File: src/rtl/video_tdec_pkg.sv
package video_tdec_pkg;
  typedef struct packed {
    logic unitStart;   // a new field or frame unit begins
    logic dropNow;     // the beginning unit is discarded
    logic inherit;     // even field follows the last frame decision
  } tdecStrobes_t;
endpackage

File: src/rtl/tdecCadenceCtl.sv
module tdecCadenceCtl
  import video_tdec_pkg::*;
#(
  parameter int CNT_W      = 6,
  parameter int FIELDS_525 = 60,
  parameter int FIELDS_625 = 50
) (
  input  logic             clk,
  input  logic             rstN,
  input  logic             softRst,
  input  logic             lineStd,
  input  logic             frameMode,
  input  logic [CNT_W-1:0] decCount,
  input  logic             fieldStart,
  input  logic             fieldOdd,
  output tdecStrobes_t     strobes
);
  localparam int MAXW  = (FIELDS_525 > FIELDS_625) ? FIELDS_525 : FIELDS_625;
  localparam int POS_W = $clog2(MAXW);
  localparam int CW    = ((CNT_W > POS_W) ? CNT_W : POS_W) + 1;
  localparam logic [CW-1:0] WF0 = CW'(FIELDS_525);
  localparam logic [CW-1:0] WF1 = CW'(FIELDS_625);
  localparam logic [CW-1:0] WR0 = CW'(FIELDS_525 / 2);
  localparam logic [CW-1:0] WR1 = CW'(FIELDS_625 / 2);

  logic [POS_W-1:0] posQ, accQ, effPos, effAcc;
  logic [CNT_W-1:0] cntQ, cntSel;
  logic             modeQ, modeSel, stdQ, stdChange, isUnit, dropUnit, winStart;
  logic [CW-1:0]    winLen, cntClamp, sum;

  assign stdChange = (lineStd != stdQ);
  assign effPos    = stdChange ? '0 : posQ;
  assign effAcc    = stdChange ? '0 : accQ;
  assign winStart  = (effPos == '0);
  assign modeSel   = winStart ? frameMode : modeQ;
  assign cntSel    = winStart ? decCount  : cntQ;

  always_comb begin
    unique case ({modeSel, lineStd})
      2'b00:   winLen = WF0;
      2'b01:   winLen = WF1;
      2'b10:   winLen = WR0;
      default: winLen = WR1;
    endcase
  end

  assign cntClamp = (CW'(cntSel) > winLen) ? winLen : CW'(cntSel);
  assign sum      = CW'(effAcc) + cntClamp;
  assign dropUnit = (sum >= winLen);
  assign isUnit   = fieldStart & ~softRst & (~modeSel | fieldOdd);

  assign strobes.unitStart = isUnit;
  assign strobes.dropNow   = dropUnit;
  assign strobes.inherit   = fieldStart & ~softRst & modeSel & ~fieldOdd;

  always_ff @(posedge clk or negedge rstN) begin
    if (!rstN) begin
      posQ  <= '0;
      accQ  <= '0;
      cntQ  <= '0;
      modeQ <= 1'b0;
      stdQ  <= 1'b0;
    end else begin
      stdQ <= lineStd;
      if (softRst) begin
        posQ <= '0;
        accQ <= '0;
      end else if (isUnit) begin
        accQ <= dropUnit ? POS_W'(sum - winLen) : POS_W'(sum);
        posQ <= (CW'(effPos) == winLen - 1'b1) ? '0 : effPos + 1'b1;
        if (winStart) begin
          cntQ  <= decCount;
          modeQ <= frameMode;
        end
      end else if (stdChange) begin
        posQ <= '0;
        accQ <= '0;
      end
    end
  end


  pos_range_chk: assert property (@(posedge clk) disable iff (!rstN)
    (posQ < POS_W'(FIELDS_525)) && (posQ < POS_W'(MAXW)));

  acc_range_chk: assert property (@(posedge clk) disable iff (!rstN)
    CW'(accQ) < CW'(MAXW));

  zero_count_no_drop_chk: assert property (@(posedge clk) disable iff (!rstN)
    (isUnit && cntSel == '0) |-> !dropUnit);

  soft_restart_chk: assert property (@(posedge clk) disable iff (!rstN)
    softRst |=> (posQ == '0 && accQ == '0));
endmodule

File: src/rtl/tdecGateDp.sv
module tdecGateDp
  import video_tdec_pkg::*;
(
  input  logic         clk,
  input  logic         rstN,
  input  tdecStrobes_t strobes,
  input  logic         pixValid,
  output logic         outValid,
  output logic         activeOut,
  output logic         dropPulse
);
  logic keepQ, lastKeepQ, pulseQ;

  always_ff @(posedge clk or negedge rstN) begin
    if (!rstN) begin
      keepQ     <= 1'b0;
      lastKeepQ <= 1'b1;
      pulseQ    <= 1'b0;
    end else begin
      pulseQ <= 1'b0;
      if (strobes.unitStart) begin
        keepQ     <= ~strobes.dropNow;
        lastKeepQ <= ~strobes.dropNow;
        pulseQ    <= strobes.dropNow;
      end else if (strobes.inherit) begin
        keepQ  <= lastKeepQ;
        pulseQ <= ~lastKeepQ;
      end
    end
  end

  assign outValid  = pixValid & keepQ;
  assign activeOut = keepQ;
  assign dropPulse = pulseQ;


  pulse_blank_chk: assert property (@(posedge clk) disable iff (!rstN)
    dropPulse |-> !activeOut);

  gated_valid_chk: assert property (@(posedge clk) disable iff (!rstN)
    outValid |-> (activeOut && pixValid));

  frame_follow_chk: assert property (@(posedge clk) disable iff (!rstN)
    strobes.inherit |=> (activeOut == $past(lastKeepQ)));
endmodule

File: src/rtl/videoTdec.sv
module videoTdec
  import video_tdec_pkg::*;
#(
  parameter int CNT_W      = 6,
  parameter int FIELDS_525 = 60,
  parameter int FIELDS_625 = 50
) (
  input  logic             clk,
  input  logic             rstN,
  input  logic             softRst,
  input  logic             lineStd,
  input  logic             frameMode,
  input  logic [CNT_W-1:0] decCount,
  input  logic             fieldStart,
  input  logic             fieldOdd,
  input  logic             pixValid,
  output logic             outValid,
  output logic             activeOut,
  output logic             dropPulse
);
  tdecStrobes_t strobes;

  tdecCadenceCtl #(
    .CNT_W(CNT_W), .FIELDS_525(FIELDS_525), .FIELDS_625(FIELDS_625)
  ) i_ctl (
    .clk(clk), .rstN(rstN), .softRst(softRst), .lineStd(lineStd),
    .frameMode(frameMode), .decCount(decCount), .fieldStart(fieldStart),
    .fieldOdd(fieldOdd), .strobes(strobes)
  );

  tdecGateDp i_dp (
    .clk(clk), .rstN(rstN), .strobes(strobes), .pixValid(pixValid),
    .outValid(outValid), .activeOut(activeOut), .dropPulse(dropPulse)
  );
endmodule

File: config.mk
export PLATFORM = sky130hd
export DESIGN_NAME = videoTdec
export DESIGN_NICKNAME = d
export VERILOG_FILES = /design/src/rtl/video_tdec_pkg.sv /design/src/rtl/tdecCadenceCtl.sv /design/src/rtl/tdecGateDp.sv /design/src/rtl/videoTdec.sv
export SDC_FILE = /design/constraint.sdc
export NUM_CORES = 1
export LEC_CHECK = 0
export ABC_AREA = 0
export BUFFER_PORTS_ARGS = -buffer_cell sky130_fd_sc_hd__buf_2
export CAP_MARGIN = 20
export CORE_UTILIZATION = 54
export DETAILED_ROUTE_END_ITERATION = 8
export GPL_TIMING_DRIVEN = 0
export HOLD_SLACK_MARGIN = 0.1
export MAX_ROUTING_LAYER = met4
export PLACE_DENSITY = 0.73
export SETUP_SLACK_MARGIN = 0.5
export SLEW_MARGIN = 20
export SYNTH_ARGS = -nofsm -noshare
export SYNTH_HDL_FRONTEND = slang
export SYNTH_HIERARCHICAL = 1
export SYNTH_SLANG_ARGS = --single-unit
File: constraint.sdc
create_clock -name clk -period 7.6 [get_ports clk]
set_input_delay 1.52 -clock clk [delete_from_list [all_inputs] [get_ports clk]]
set_output_delay 1.52 -clock clk [all_outputs]
set_load 0.01 [all_outputs]
==> results of run 1 <==
==> layout make-up <==
type | instances | share of cell area [%]
well taps | 48 | 2.467
repair buffers | 29 | 7.400
inverters | 18 | 2.775
flip-flops and latches | 23 | 23.69
multi-input cells | 172 | 59.76
plain buffers | 8 | 2.055
clock buffers | 4 | 1.850
==> power groups by stage <==
stage	combinational (mW)	clock, mW	sequential, mW
2_1_floorplan	0.248	0	0.164
3_3_place_gp	0.308	0	0.164
3_5_place_dp	0.316	0	0.165
4_1_cts	0.342	0.0799	0.163
5_1_grt	0.417	0.0854	0.166
6_report	0.373	0.0766	0.163
==> worst min-delay path: stages (launching register included) <==
cell	delay [ns]
dfstp_2	0.38
inv_1	0.05
mux2i_1	0.05
==> registers in the layout (all words and copies together) (netlist names) <==
| register | flops |
|---|---|
| i_ctl/accQ | 6 |
| i_ctl/cntQ | 6 |
| i_ctl/modeQ | 1 |
| i_ctl/posQ | 6 |
| i_ctl/stdQ | 1 |
| i_dp/activeOut | 1 |
| i_dp/dropPulse | 1 |
| i_dp/lastKeepQ | 1 |
==> cells by family after synthesis <==
logic type | after synthesis | synth area share [%]
adder cells (fa/ha/maj) | 25 | 15.90
buffers and inverters | 26 | 5.703
AND/OR/NAND/NOR | 64 | 16.57
AO/OA/AOI/OAI | 43 | 14.81
flip-flops | 23 | 27.97
XOR/XNOR | 21 | 8.920
multiplexers | 19 | 10.13
==> worst paths after layout <==
kind,start,to,depth (start not counted)
worst max register to register,i_ctl/stdQ,i_dp/dropPulse,28
max in group asynchronous,rstN,i_dp/lastKeepQ,1
worst max-delay path,lineStd,i_dp/dropPulse,29
worst min-delay path,i_dp/lastKeepQ,i_dp/lastKeepQ,2
worst min register to register,i_dp/lastKeepQ,i_dp/lastKeepQ,2
min in group asynchronous,rstN,i_ctl/posQ[2],1
==> what timing repair did <==
action | CTS | global route
cloned | 0 | 0
buffers inserted | 6 | 7
gates resized for setup | 4 | 13
setup endpoints to repair | 9 | 9
pin swaps | 2 | 6
==> placed cells by master, fill, tap and decap left out, types with 7 or more instances in the layout <==
| cell type | count |
|---|---|
| xor2_1 | 8 |
| mux2i_1 | 13 |
| nand2_1 | 15 |
| dfrtp_1 | 22 |
| and2_1 | 7 |
| buf_2 | 19 |
| inv_1 | 16 |
| xnor2_1 | 11 |
| ha_1 | 20 |
| buf_4 | 15 |
| nor2_1 | 10 |
| o21ai_0 | 14 |
==> per-layer routing <==
metal	track usage, %	up-vias
met3	3.214	6
met5	-	-
met4	8.523	0
li1	-	838
met1	32.62	811
met2	42.42	37
==> metrics by stage <==
step / setup TNS, ns / instances
3_5_place_dp: -4.671 / 285
3_3_place_gp: -3.626 / 285
4_1_cts: 0 / 295
2_1_floorplan: 0 / 221
5_1_grt: 0 / 302
6_report: 0 / 302
==> out/qor.csv, run 1 <==
metric,value,unit
status,finished clean,
Post-route DRC,0,
area share of the largest cell type after synthesis,26.70,%
slew margin rel.,63.96,%
initial antenna violation count,0,
leakage power,1.168,nW
Setup Skew,0.006512,ns
Final min period,6.900,ns
Routed WL,4.795,mm
"Top cell by count, worst path",inv_1,
HP Class,reg -> reg,
Slew Limit Fails,0,
Multi-input gate area,1455,sq um
NumNets Final,294,
"count leader, synth",ha_1,
Post-synth EDFFs,0,
most frequent cells after synthesis,"23 x ha_1, 22 x dfrtp_1, 17 x inv_1",
CTS Hold Bufs,0,
Placement Setup Slack,-0.6988,ns
DP Area,2202,sq um
overall power,612.7,uW
top post-synthesis cells by area,"dfrtp_1 27%, ha_1 14%, mux2i_1 7.3%",
chip width,63.80,microns
H-tree depth,1,
All-Layer GR Usage,25.72,%
post-detail-place hpwl,3.360,mm
setup slack after layout,0.6998,ns
Fillers,302,
WS Path Type,in -> reg,
total die area,4070,sq um
I/O Buffers,16,
clk sinks,23,
Slew @ Worst Pin,0.5405,ns
pin count of the biggest net entering global routing,24,
CTS root buf,clkbuf_8,
CTS Buffer Depth,2,
Clock power frac,12.5,%
Placer Congestion,0.8317,
DRT iter0 DRCs,118,
M1 WL,2.164,mm
CP endpoint kind,flop,
sequential share of the synthesized area,27.97,%
crit path launch type,primary input,
via/cell ratio,5.603,
max_cap viols,0,
worst skew pair latency,0.26,ns
I/O pin count,17,
Crit path buffers/inverters,7,
Area Overhead vs Synth,18.08,%
net count after synthesis,260,
Final Hold Fails,0,
core area,3661,sq um
final setup vio count,0,
distinct cell type count of the synthesized netlist,51,
register area,576.8,sq um
PwrDens,251.7,nW/um^2
post-synthesis cell area,2062,sq um
TritonRoute pass-1 iters,4,
first-pass GRT wire length,7.879,mm
vias in the first global route,1717,
Mapped Cells,221,
period utilization,90.79,%
leading area contributor after synthesis,dfrtp_1,
clock slew seen by the registers of the worst setup and hold paths,0.09,ns
final antenna-violating net count,0,
total vias in the final route,1692,
TritonCTS clock tree,done,
Synth Area per Inst,9.330,sq um
Critical-path top delay cell,mux2i_2,
GR Overflow Total,0,
highest routing layer actually used,met4,
metal2 WL,2.394,mm
Fmax achieved,144.9,MHz
Net Sw Frac,40.06,%
layout cells sized above 1,24.41,%
met3 WL,168,microns
switching power,245.5,uW
Num CTS Buffers,3,
critical path's top delay family,compound AO/OA/AOI/OAI gates,
ys flop type,dfrtp_1,
setup repair after global routing missed its margin,false,
Critical Path RT,7.76,ns
combinational power share,60.9,%
internal power,367.3,uW
CP max FO,8,
final instance area,2435,sq um
"flops & latches, synth",23,
"Largest stage delay, worst path",0.41,ns
Wirelength per Cell,15.88,microns
final core occ,66.51,%
Synth async-reset ratio,100.0,%
chip height,63.80,microns
Antenna Cells,0,
Worst R2R Setup Slack,1.63,ns
Hold Worst Slack,0.4762,ns
Max IR drop VDD,186.9,uV
Yosys warnings,6,
WP data arrival,7.06,ns
# rows,22,
Sequential Power Share,26.6,%
Initial Util,56.32,%
Note: power is estimated with default switching activity, not from simulation.
==> inputs of run 2 (changes only) <==
--- a/config.mk
+++ b/config.mk
@@ -14,6 +14,7 @@
 export HOLD_SLACK_MARGIN = 0.1
 export MAX_ROUTING_LAYER = met4
 export PLACE_DENSITY = 0.73
+export REMOVE_ABC_BUFFERS = 1
 export SETUP_SLACK_MARGIN = 0.5
 export SLEW_MARGIN = 20
 export SYNTH_ARGS = -nofsm -noshare
==> out/qor.csv, run 2 (synthesized netlist as in run 1, its figures left out) <==
metric,value,unit
status,finished clean,
total die area,4070,sq um
first-pass GRT wire length,7.672,mm
Final min period,6.780,ns
Num CTS Buffers,3,
CP max FO,8,
Placement Setup Slack,-0.6340,ns
max_cap viols,0,
GR Overflow Total,0,
Setup TNS,0,ns
CP endpoint kind,flop,
Antenna Cells,0,
Fmax achieved,147.5,MHz
total vias in the final route,1658,
via/cell ratio,5.737,
worst skew pair latency,0.27,ns
Routed WL,4.548,mm
# rows,22,
setup repair after global routing missed its margin,false,
setup slack after layout,0.8205,ns
Placer Congestion,0.8416,
"Top cell by count, worst path",ha_1,
Worst setup endpoint,i_ctl/accQ[5],
CTS Buffer Depth,2,
Worst R2R Setup Slack,1.81,ns
leakage power,1.114,nW
I/O Buffers,16,
WP data arrival,6.90,ns
"Largest stage delay, worst path",0.39,ns
DRT iter0 DRCs,68,
Max IR drop VDD,112.6,uV
pin count of the biggest net entering global routing,24,
Levels on crit path,27,
final instance area,2332,sq um
chip height,63.80,microns
period utilization,89.20,%
Critical Path RT,7.72,ns
TritonCTS clock tree,done,
Worst R2R Start,i_ctl/stdQ,
reg2reg end,i_ctl/accQ[5],
TritonRoute pass-1 iters,4,
final antenna-violating net count,0,
vias in the first global route,1695,
Post-Layout Cell Count,289,
clk sinks,23,
HP Class,reg -> reg,
Area Overhead vs Synth,13.11,%
Critical-path top delay cell,fa_2,
DP Area,2160,sq um
final setup vio count,0,
WS Path Type,in -> reg,
Initial Util,56.32,%
core area,3661,sq um
Slew @ Worst Pin,0.8968,ns
most frequent cells in the layout,"22 x ha_1, 22 x dfrtp_1, 17 x inv_1",
I/O pin count,17,
CTS root buf,clkbuf_8,
clock slew seen by the registers of the worst setup and hold paths,0.09,ns
initial antenna violation count,0,
Wirelength per Cell,15.74,microns
dpl cells,278,
All-Layer GR Usage,24.86,%
PwrDens,253.5,nW/um^2
slew margin rel.,40.21,%
R2R depth,26,
Regs by FF count,"i_ctl/accQ x6, i_ctl/cntQ x6, i_ctl/posQ x6",
layout cells sized above 1,19.92,%
H-tree depth,1,
chip width,63.80,microns
crit path from,lineStd,
crit path launch type,primary input,
Slew Limit Fails,0,
critical path's top delay family,adder cells,
Post-route DRC,0,
Setup Skew,0.006627,ns
Crit path buffers/inverters,4,
NumNets Final,281,
Final Hold Fails,0,
Hold Worst Slack,0.4894,ns
post-detail-place hpwl,3.218,mm
[run 2: cell types whose count changed in the layout (fill, tap and decap cells not counted), sizes merged]
cell / previous run / this run
buf: 36 / 23
clkbuf: 5 / 4
clkinv: 0 / 1
[run 2: metrics by stage]
step | power [mW] | utilization [%]
3_5_place_dp | 0.4720 | 58.99
3_3_place_gp | 0.4629 | 58.78
6_report | 0.5912 | 63.70
2_1_floorplan | 0.4023 | -
5_1_grt | 0.6393 | 63.70
4_1_cts | 0.5630 | 61.82
[run 2: metal layers]
metal	vias up	wire length (microns)	GRT usage [%]
met5	-	0	-
met3	10	135	2.679
met4	0	65	8.807
met1	794	2028	28.31
met2	45	2319	44.81
li1	809	-	-
[run 2: worst register-to-register path, cell delays in order (launching register included)]
cell	delay (ns)
dfrtp_1	0.46
xnor2_4	0.20
and2_1	0.19
inv_1	0.10
ha_1	0.25
o21ai_4	0.12
mux2i_4	0.29
inv_1	0.12
ha_1	0.26
inv_1	0.10
o21ai_1	0.17
ha_1	0.34
nor2b_2	0.21
nand3_1	0.15
o211ai_4	0.18
mux2i_1	0.13
ha_1	0.25
fa_2	0.39
xor2_2	0.18
ha_1	0.35
a21o_1	0.18
a31oi_1	0.14
nor3_1	0.09
o211a_1	0.26
nor2_4	0.18
mux2i_1	0.23
o21ai_0	0.11
[run 2: worst min path at each step]
stage,start,endpoint,slack [ns],cells past startpoint
floorplan,i_ctl/cntQ[0],i_ctl/cntQ[0],0.45,2
global placement,i_ctl/cntQ[1],i_ctl/cntQ[1],0.46,2
detailed placement,i_ctl/cntQ[1],i_ctl/cntQ[1],0.47,2
CTS,i_dp/lastKeepQ,i_dp/lastKeepQ,0.49,2
global route,i_dp/lastKeepQ,i_dp/lastKeepQ,0.50,2
finish,i_dp/lastKeepQ,i_dp/lastKeepQ,0.49,2
[run 2: timing repair]
| item | 4_1_cts | 5_1_grt |
|---|---|---|
| buffers inserted | 4 | 3 |
| endpoints found under the setup margin | 9 | 9 |
| gates resized for setup | 4 | 11 |
| pin swaps | 1 | 3 |
| hold buffers | 0 | 0 |
[run 2: where the power goes]
group          internal, mW  leakage (nW)  switching (mW)  total, mW
clock network        0.0367        0.0255          0.0440     0.0808
registers             0.151         0.296          0.0120      0.163
logic                 0.156         0.793           0.192      0.348
total                 0.343          1.11           0.248      0.591
[run 2: layout make-up]
cell class | count | area (sq um)
multi-input cells | 172 | 1439
fillers | 311 | 1329
flip-flops and latches | 23 | 576.8
repair buffers | 24 | 142.6
inverters | 18 | 67.56
well taps | 48 | 60.06
clock buffers | 3 | 41.29
clock inverters | 1 | 5.005
